--- config.mk ---
export PLATFORM = sky130hd
export DESIGN_NAME = ctl_port_bridge
export DESIGN_NICKNAME = d
export VERILOG_FILES = /design/src/rtl/ctlp_pkg.sv /design/src/rtl/ctlp_sync.sv /design/src/rtl/ctlp_shifter.sv /design/src/rtl/ctlp_dsp_req.sv /design/src/rtl/ctlp_board_regs.sv /design/src/rtl/ctl_port_bridge.sv
export SDC_FILE = /design/constraint.sdc
export NUM_CORES = 1
export LEC_CHECK = 0
export BUFFER_PORTS_ARGS = -buffer_cell sky130_fd_sc_hd__buf_2
export CAP_MARGIN = 20
export CORE_MARGIN = 2
export CORE_UTILIZATION = 57
export DETAILED_ROUTE_END_ITERATION = 6
export PLACE_DENSITY = 0.83
export SLEW_MARGIN = 15
export SYNTH_ARGS = -nofsm -noshare
export SYNTH_HDL_FRONTEND = slang
export SYNTH_SLANG_ARGS = --single-unit
--- constraint.sdc ---
create_clock -name clk -period 2.3 [get_ports clk]
set_input_delay 0.23 -clock clk [delete_from_list [all_inputs] [get_ports clk]]
set_output_delay 0.23 -clock clk [all_outputs]
set_load 0.05 [all_outputs]
--- src/rtl/ctlp_pkg.sv ---
// Shared constants and types for the serial control port bridge.
// Assumes 16-bit serial words whose top address bit carries the direction.
package ctlp_pkg;
    localparam int DEF_WORD_W    = 16;
    localparam int DEF_RAM_LIMIT = 'h1400;
    localparam int DEF_CARD_REG  = 'h1FFE;
    localparam int DEF_OFFS_REG  = 'h1FFC;

    // Kind of request outstanding towards the DSP engine.
    typedef enum logic [1:0] {
        REQ_NONE = 2'd0,
        REQ_RD   = 2'd1,
        REQ_WR   = 2'd2
    } req_e;
endpackage

--- src/rtl/ctlp_sync.sv ---
// Multi-stage synchroniser for a small bundle of asynchronous inputs.
// Assumes each bit is sampled independently; each bit has its own reset value.
module ctlp_sync #(
    parameter int                WIDTH   = 1,
    parameter int                STAGES  = 2,
    parameter logic [WIDTH-1:0]  RST_VAL = '0
) (
    input  logic             clk,
    input  logic             rst_n,
    input  logic [WIDTH-1:0] d,
    output logic [WIDTH-1:0] q
);
    logic [STAGES-1:0][WIDTH-1:0] stg;

    // Shift the raw inputs through the synchroniser chain.
    always_ff @(posedge clk) begin
        if (!rst_n) begin
            stg <= {STAGES{RST_VAL}};
        end else begin
            stg[0] <= d;
            for (int i = 1; i < STAGES; i++) begin
                stg[i] <= stg[i-1];
            end
        end
    end

    assign q = stg[STAGES-1];
endmodule

--- src/rtl/ctlp_shifter.sv ---
// Serial framing: detects serial clock edges in the system domain, assembles
// incoming words and shifts the outgoing word MSB first.
// Assumes the inputs are already synchronised and the system clock is at
// least four times faster than the serial clock.
module ctlp_shifter #(
    parameter int WORD_W = 16
) (
    input  logic              clk,
    input  logic              rst_n,
    input  logic              sclk_s,
    input  logic              cs_n_s,
    input  logic              sdi_s,
    input  logic              load_en,
    input  logic [WORD_W-1:0] load_data,
    output logic              addr_done_o,
    output logic              data_done_o,
    output logic [WORD_W-1:0] word_o,
    output logic              await_data_o,
    output logic              sdo_o
);
    localparam int CMD_BITS = 2 * WORD_W;
    localparam int CNT_W    = $clog2(CMD_BITS);
    localparam logic [CNT_W-1:0] ADDR_LAST = CNT_W'(WORD_W - 1);
    localparam logic [CNT_W-1:0] CMD_LAST  = CNT_W'(CMD_BITS - 1);
    localparam logic [CNT_W-1:0] DATA_FIRST = CNT_W'(WORD_W);

    logic              sclk_q;
    logic              rise;
    logic              fall;
    logic [CNT_W-1:0]  bit_cnt;
    logic [WORD_W-1:0] in_sr;
    logic [WORD_W-1:0] out_sr;

    // Remember the previous synchronised serial clock for edge detection.
    always_ff @(posedge clk) begin
        if (!rst_n) sclk_q <= 1'b0;
        else        sclk_q <= sclk_s;
    end

    assign rise = sclk_s & ~sclk_q & ~cs_n_s;
    assign fall = ~sclk_s & sclk_q & ~cs_n_s;

    // Count bits, shift data in and flag word completion.
    always_ff @(posedge clk) begin
        if (!rst_n) begin
            bit_cnt     <= '0;
            in_sr       <= '0;
            addr_done_o <= 1'b0;
            data_done_o <= 1'b0;
        end else begin
            addr_done_o <= 1'b0;
            data_done_o <= 1'b0;
            if (cs_n_s) begin
                bit_cnt <= '0;
            end else if (rise) begin
                in_sr       <= {in_sr[WORD_W-2:0], sdi_s};
                bit_cnt     <= (bit_cnt == CMD_LAST) ? '0 : bit_cnt + 1'b1;
                addr_done_o <= (bit_cnt == ADDR_LAST);
                data_done_o <= (bit_cnt == CMD_LAST);
            end
        end
    end

    // Load or shift the outgoing word; shifting starts after the first data bit.
    always_ff @(posedge clk) begin
        if (!rst_n) begin
            out_sr <= '0;
        end else if (load_en) begin
            out_sr <= load_data;
        end else if (fall && (bit_cnt > DATA_FIRST)) begin
            out_sr <= {out_sr[WORD_W-2:0], 1'b0};
        end
    end

    assign word_o       = in_sr;
    assign await_data_o = ~cs_n_s & (bit_cnt == DATA_FIRST);
    assign sdo_o        = ~cs_n_s & out_sr[WORD_W-1];
endmodule

--- src/rtl/ctlp_dsp_req.sv ---
// Request handshake towards a polling DSP engine: holds the address and data
// registers and a level request until the engine acknowledges.
// Assumes the acknowledge is a one-cycle pulse given only while a request is
// pending. New commands are dropped while busy.
module ctlp_dsp_req #(
    parameter int WORD_W = 16,
    parameter int ADDR_W = 15
) (
    input  logic              clk,
    input  logic              rst_n,
    input  logic              rd_start,
    input  logic              wr_start,
    input  logic [ADDR_W-1:0] addr_i,
    input  logic [WORD_W-1:0] wdata_i,
    input  logic              ack_i,
    input  logic [WORD_W-1:0] rdata_i,
    output logic              irq_rd_o,
    output logic              irq_wr_o,
    output logic [ADDR_W-1:0] addr_o,
    output logic [WORD_W-1:0] data_o,
    output logic              fill_o
);
    import ctlp_pkg::*;

    req_e state;

    // Track the outstanding request and the registers the engine sees.
    always_ff @(posedge clk) begin
        if (!rst_n) begin
            state  <= REQ_NONE;
            addr_o <= '0;
            data_o <= '0;
            fill_o <= 1'b0;
        end else begin
            fill_o <= 1'b0;
            case (state)
                REQ_NONE: begin
                    if (rd_start) begin
                        state  <= REQ_RD;
                        addr_o <= addr_i;
                    end else if (wr_start) begin
                        state  <= REQ_WR;
                        addr_o <= addr_i;
                        data_o <= wdata_i;
                    end
                end
                REQ_RD: begin
                    if (ack_i) begin
                        state  <= REQ_NONE;
                        data_o <= rdata_i;
                        fill_o <= 1'b1;
                    end
                end
                REQ_WR: begin
                    if (ack_i) state <= REQ_NONE;
                end
                default: state <= REQ_NONE;
            endcase
        end
    end

    assign irq_rd_o = (state == REQ_RD);
    assign irq_wr_o = (state == REQ_WR);
endmodule

--- src/rtl/ctlp_board_regs.sv ---
// Board control registers reached directly from the serial port: the card
// address and the TX/RX bit offset. Unmapped board addresses read as zero.
// Assumes a write strobe that lasts one cycle per completed command.
module ctlp_board_regs #(
    parameter int WORD_W    = 16,
    parameter int ADDR_W    = 15,
    parameter int CARD_W    = 2,
    parameter int OFFS_W    = 9,
    parameter int CARD_ADDR = 'h1FFE,
    parameter int OFFS_ADDR = 'h1FFC
) (
    input  logic              clk,
    input  logic              rst_n,
    input  logic              wr_en,
    input  logic [ADDR_W-1:0] wr_addr,
    input  logic [WORD_W-1:0] wr_data,
    input  logic [ADDR_W-1:0] rd_addr,
    output logic [WORD_W-1:0] rd_data,
    output logic [CARD_W-1:0] card_o,
    output logic [OFFS_W-1:0] offs_o
);
    localparam logic [ADDR_W-1:0] CARD_A = ADDR_W'(CARD_ADDR);
    localparam logic [ADDR_W-1:0] OFFS_A = ADDR_W'(OFFS_ADDR);

    // Update whichever register a completed write command names.
    always_ff @(posedge clk) begin
        if (!rst_n) begin
            card_o <= '0;
            offs_o <= '0;
        end else if (wr_en) begin
            if (wr_addr == CARD_A) card_o <= wr_data[CARD_W-1:0];
            if (wr_addr == OFFS_A) offs_o <= wr_data[OFFS_W-1:0];
        end
    end

    // Return the addressed register zero-extended, or zero when unmapped.
    always_comb begin
        rd_data = '0;
        if (rd_addr == CARD_A)      rd_data[CARD_W-1:0] = card_o;
        else if (rd_addr == OFFS_A) rd_data[OFFS_W-1:0] = offs_o;
    end
endmodule

--- src/rtl/ctl_port_bridge.sv ---
// Serial control port bridge top: synchronises the four-wire port, decodes
// the address word, and routes the command either to the DSP request
// handshake (below the RAM limit) or to the board registers.
// Assumes the controller waits for a RAM read to be serviced before it
// clocks that command's data word.
module ctl_port_bridge #(
    parameter int WORD_W      = ctlp_pkg::DEF_WORD_W,
    parameter int SYNC_STAGES = 2,
    parameter int CARD_W      = 2,
    parameter int OFFS_W      = 9,
    parameter int RAM_LIMIT   = ctlp_pkg::DEF_RAM_LIMIT,
    parameter int CARD_ADDR   = ctlp_pkg::DEF_CARD_REG,
    parameter int OFFS_ADDR   = ctlp_pkg::DEF_OFFS_REG
) (
    input  logic                clk,
    input  logic                rst_n,
    input  logic                sclk_i,
    input  logic                scs_n_i,
    input  logic                sdi_i,
    output logic                sdo_o,
    output logic                dsp_irq_rd_o,
    output logic                dsp_irq_wr_o,
    input  logic                dsp_ack_i,
    output logic [WORD_W-2:0]   dsp_addr_o,
    output logic [WORD_W-1:0]   dsp_data_o,
    input  logic [WORD_W-1:0]   dsp_rdata_i,
    output logic [CARD_W-1:0]   card_addr_o,
    output logic [OFFS_W-1:0]   bit_offset_o
);
    localparam int ADDR_W = WORD_W - 1;
    localparam logic [ADDR_W-1:0] RAM_TOP = ADDR_W'(RAM_LIMIT);

    logic [2:0]        pins_s;
    logic              sclk_s;
    logic              cs_n_s;
    logic              sdi_s;
    logic              addr_done;
    logic              data_done;
    logic [WORD_W-1:0] word;
    logic              await_data;
    logic              load_en;
    logic [WORD_W-1:0] load_data;
    logic              fill;
    logic              rw_now;
    logic [ADDR_W-1:0] addr_now;
    logic              ram_now;
    logic              rw_q;
    logic              ram_q;
    logic [ADDR_W-1:0] addr_q;
    logic [WORD_W-1:0] board_rd;
    logic              rd_start;
    logic              wr_start;
    logic              board_wr;

    ctlp_sync #(
        .WIDTH   (3),
        .STAGES  (SYNC_STAGES),
        .RST_VAL (3'b010)
    ) u_sync (
        .clk   (clk),
        .rst_n (rst_n),
        .d     ({sclk_i, scs_n_i, sdi_i}),
        .q     (pins_s)
    );

    assign sclk_s = pins_s[2];
    assign cs_n_s = pins_s[1];
    assign sdi_s  = pins_s[0];

    ctlp_shifter #(
        .WORD_W (WORD_W)
    ) u_shifter (
        .clk          (clk),
        .rst_n        (rst_n),
        .sclk_s       (sclk_s),
        .cs_n_s       (cs_n_s),
        .sdi_s        (sdi_s),
        .load_en      (load_en),
        .load_data    (load_data),
        .addr_done_o  (addr_done),
        .data_done_o  (data_done),
        .word_o       (word),
        .await_data_o (await_data),
        .sdo_o        (sdo_o)
    );

    // Decode the address word as it completes.
    assign rw_now   = word[WORD_W-1];
    assign addr_now = word[ADDR_W-1:0];
    assign ram_now  = (addr_now < RAM_TOP);

    // Hold the decoded command for the data word phase.
    always_ff @(posedge clk) begin
        if (!rst_n) begin
            rw_q   <= 1'b0;
            ram_q  <= 1'b0;
            addr_q <= '0;
        end else if (addr_done) begin
            rw_q   <= rw_now;
            ram_q  <= ram_now;
            addr_q <= addr_now;
        end
    end

    assign rd_start = addr_done & rw_now & ram_now;
    assign wr_start = data_done & ~rw_q & ram_q;
    assign board_wr = data_done & ~rw_q & ~ram_q;

    ctlp_dsp_req #(
        .WORD_W (WORD_W),
        .ADDR_W (ADDR_W)
    ) u_dsp_req (
        .clk      (clk),
        .rst_n    (rst_n),
        .rd_start (rd_start),
        .wr_start (wr_start),
        .addr_i   (addr_done ? addr_now : addr_q),
        .wdata_i  (word),
        .ack_i    (dsp_ack_i),
        .rdata_i  (dsp_rdata_i),
        .irq_rd_o (dsp_irq_rd_o),
        .irq_wr_o (dsp_irq_wr_o),
        .addr_o   (dsp_addr_o),
        .data_o   (dsp_data_o),
        .fill_o   (fill)
    );

    ctlp_board_regs #(
        .WORD_W    (WORD_W),
        .ADDR_W    (ADDR_W),
        .CARD_W    (CARD_W),
        .OFFS_W    (OFFS_W),
        .CARD_ADDR (CARD_ADDR),
        .OFFS_ADDR (OFFS_ADDR)
    ) u_board (
        .clk     (clk),
        .rst_n   (rst_n),
        .wr_en   (board_wr),
        .wr_addr (addr_q),
        .wr_data (word),
        .rd_addr (addr_now),
        .rd_data (board_rd),
        .card_o  (card_addr_o),
        .offs_o  (bit_offset_o)
    );

    // Pick what the outgoing shifter loads: board data, zero, or a serviced read.
    always_comb begin
        load_en   = 1'b0;
        load_data = '0;
        if (addr_done) begin
            load_en   = 1'b1;
            load_data = (rw_now && !ram_now) ? board_rd : '0;
        end else if (fill && await_data) begin
            load_en   = 1'b1;
            load_data = dsp_data_o;
        end
    end
endmodule

==> impl_metrics.json <==
{
  "status": "completed",
  "critical_path.top_delay_family": "simple AND/OR/NAND/NOR gates",
  "power_density_nw_per_um2": 597,
  "hold_path_depth": 2,
  "final_nets": 567,
  "grt_overflow": 0,
  "hold_buffers": 0,
  "fin_tns_setup_ps": 0,
  "period_minus_slack_ps": 2020,
  "p_leak_uw": 0.00198,
  "core-area_sq_um": 8090,
  "path_depth": 4,
  "dpl_cell_area_sq_um": 5060,
  "cp_slowest_cell": "dfxtp_1",
  "tightest_slew_ps": 643,
  "synth_cells": 487,
  "rsz0062_at_grt": "false",
  "num_vias": 3941,
  "rows": 33,
  "drtIter0Drc": 246,
  "sw_frac_of_total_pct": 23.1,
  "die_y_microns": 94.5,
  "slew_headroom_pct": 57.0,
  "cts_sinks": 108,
  "async_reset_ff_share_pct": 0,
  "ys_seq_elements": 108,
  "hold_violations": 0,
  "power_uw": 3150,
  "synth_ff_type": "dfxtp_1",
  "skew_ps": 10.1,
  "remaining_drc_errors": 0,
  "drive_gt1_share_pct": 24.5,
  "start_util_pct": 57.7,
  "hold_end": "u_sync.stg[1]$_SDFF_PN1_",
  "yosysWarnings": 0,
  "synth-seq-area-share_pct": 46.3,
  "seq_power_share_pct": 59.5,
  "antennaDiodeCount": 0,
  "clk_pin_slew_worst_paths_ps": 110,
  "synth_edf_count": 0,
  "period_share_pct": 88.0,
  "hp-class": "primary input to flip-flop",
  "cp.required_ps": 2600,
  "synth_area_per_cell_sq_um": 9.59,
  "max_stage_delay_ps": 560,
  "wl_per_cell_microns": 17.6,
  "pre_cts_ws_ps": 199,
  "comb_power_share_pct": 2.3,
  "hold_ws_ps": 28.4,
  "grt_max_degree": 36,
  "io_pins": 67,
  "reg2reg_to": "u_shifter.out_sr[3]$_SDFFE_PN0P_",
  "grt_pass1_vias": 3618,
  "htreeDepth": 3,
  "r2r_slack_ps": 280,
  "ant_nets": 0,
  "fin_ws_ps": 277,
  "postCtsResizedCells": 0,
  "setup_viol_count_final": 0,
  "slew_violations": 0,
  "hpwl_microns": 8130,
  "synth_nets": 516,
  "fmax_mhz": 494,
  "grt.total_usage_pct": 25.9,
  "stdcell_area_sq_um": 5280,
  "endpoint_kind": "flip-flop",
  "root_buffer": "clkbuf_8",
  "post-cts-setup-buffers": 0,
  "crit_chain": "nand4_1 > or4_4 > or3b_1 > a221oi_2",
  "cts_buffers": 9,
  "worstSkewPairLatency_ps": 380,
  "cts_tree": "yes",
  "path_class": "flip-flop to flip-flop",
  "reg2reg_from": "u_shifter.word_o[6]$_SDFFE_PN0P_",
  "via_per_inst": 6.08,
  "critPathMaxFanout": 6,
  "routed_wl_microns": 11400,
  "ys_types": 51,
  "clkPwrFrac_pct": 38.2,
  "crit_arrival_ps": 2320,
  "netlist_area_sq_um": 4670,
  "numPortBuffers": 66,
  "max-cap-violations": 0,
  "grt_antenna_before_repair": 0,
  "drt_first_pass_iters": 7,
  "holdCritStartpoint": "scs_n_i",
  "gp_congestion": 0.847,
  "internal_power_uw": 2420,
  "vdd_ir_drop_max_v": 0.000313,
  "clockBufferDepth": 2,
  "p_switching_uw": 728,
  "cp.buffers_inverters": 0,
  "ff2ff_path_depth": 4,
  "start_kind": "flip-flop",
  "die_area_sq_um": 8930,
  "syn_to_final_growth_pct": 13.0,
  "fp.dieW_microns": 94.5,
  "grt_pass1_wl_microns": 17900
}
==> cell type report <==
cell class              count  area [sq um]
repair buffers             77           413
inverters                   9          33.8
multi-input cells         333          2330
clock inverters             7          83.8
fillers                   694          2820
well taps                 105           131
flip-flops and latches    108          2160
clock buffers               9           124
==> worst reg2reg max path, cell delays in order, from the launching register on <==
cell,delay (ps)
dfxtp_1,560
nand4_1,180
or4_4,520
or3b_1,420
a221oi_2,270
==> Yosys cell counts, types with 3 or more instances <==
cell type	n	area, sq um
nand4_1	5	31.3
and2_1	20	125
ha_1	7	87.6
a221oi_1	6	52.6
nor2_1	33	124
a21oi_1	41	205
nand3b_1	22	165
clkbuf_1	26	97.6
a22oi_1	7	52.6
mux2_2	16	180
o221ai_1	8	70.1
o21ai_0	15	75.1
nand2_1	43	161
buf_1	8	30.0
dfxtp_1	108	2160
and3_1	4	25.0
nand4b_1	11	96.3
o221a_2	16	180
and2_0	3	18.8
nand2b_1	5	31.3
inv_1	7	26.3
o31a_1	16	140
nor2b_1	3	18.8
mux2i_1	18	180
==> logic make-up (layout without fill, tap and decap cells) <==
family	after synthesis	count (layout)	synth area share, %
multiplexers	35	35	8.01
AND/OR/NAND/NOR	171	171	21.4
adder cells (fa/ha/maj)	7	7	1.88
flip-flops	108	108	46.3
buffers and inverters	46	102	3.83
AO/OA/AOI/OAI	120	120	18.6
==> stage by stage <==
stage          cells  util [%]
4_1_cts          647      65.1
5_1_grt          648      65.2
3_3_place_gp     631      62.6
6_report         648      65.2
2_1_floorplan    487         -
3_5_place_dp     631      62.6
==> placed cells by master, fill, tap and decap left out, drive strengths merged, types with 7 or more instances in the layout <==
cell    netlist  routed
inv           8      11
a22oi         7       7
dfxtp       108     108
ha            7       7
a21oi        41      41
o221ai        8       8
nand4b       11      11
o221a        16      16
nor2         33      33
mux2         16      16
nand2        43      43
buf          11      77
o21ai        17      17
and2         23      23
mux2i        19      19
a221oi        8       8
o31a         16      16
nand3b       22      22
clkbuf       26       9
==> worst max-delay path by stage <==
stage                                 startpoint                                end  slack (ps)
2_1_floorplan    u_dsp_req.state[1]$_SDFFE_PN0P_  u_dsp_req.data_o[10]$_SDFFE_PN0P_         180
3_3_place_gp     u_dsp_req.state[0]$_SDFFE_PN0P_   u_dsp_req.data_o[4]$_SDFFE_PN0P_         320
3_5_place_dp     u_dsp_req.state[0]$_SDFFE_PN0P_   u_dsp_req.data_o[1]$_SDFFE_PN0P_         200
4_1_cts        u_shifter.word_o[12]$_SDFFE_PN0P_   u_dsp_req.data_o[8]$_SDFFE_PN0P_         180
5_1_grt        u_shifter.bit_cnt[1]$_SDFFE_PP0P_   u_shifter.out_sr[5]$_SDFFE_PN0P_         200
6_report        u_shifter.word_o[6]$_SDFFE_PN0P_   u_shifter.out_sr[3]$_SDFFE_PN0P_         280
==> registers in the layout, indices dropped and copies added (netlist names) <==
| register | cells |
|---|---|
| u_sync.q | 3 |
| u_shifter.bit_cnt | 5 |
| u_shifter.addr_done_o | 1 |
| addr_q | 15 |
| u_dsp_req.data_o | 16 |
| u_shifter.data_done_o | 1 |
| u_sync.stg | 3 |
| u_board.offs_o | 9 |
| u_dsp_req.state | 2 |
| u_shifter.word_o | 16 |
| u_shifter.out_sr | 16 |
| ram_q | 1 |
| u_dsp_req.addr_o | 15 |
| u_shifter.sclk_q | 1 |
| u_dsp_req.fill_o | 1 |
| u_board.card_o | 2 |
| rw_q | 1 |
==> routing by layer <==
metal / GRT usage (%) / share of wire (%) / up-vias
li1: - / - / 1889
met1: 33.6 / 43 / 1873
met2: 43.3 / 48 / 152
met3: 3.91 / 6.3 / 27
met4: 10.5 / 2.8 / 0
met5: 0 / 0 / -
==> power by group through the flow <==
| stage | Sequential [uW] | Clock (uW) | Combinational, uW |
|---|---|---|---|
| after CTS | 1880 | 1210 | 72.1 |
| final | 1880 | 1200 | 72.3 |
| after global placement | 1920 | 0 | 69.9 |
| after detailed placement | 1920 | 0 | 71.7 |
| after global routing | 1880 | 1290 | 79.2 |
| after floorplan | 1920 | 0 | 41.2 |
Power figures use the tool's default switching activity.
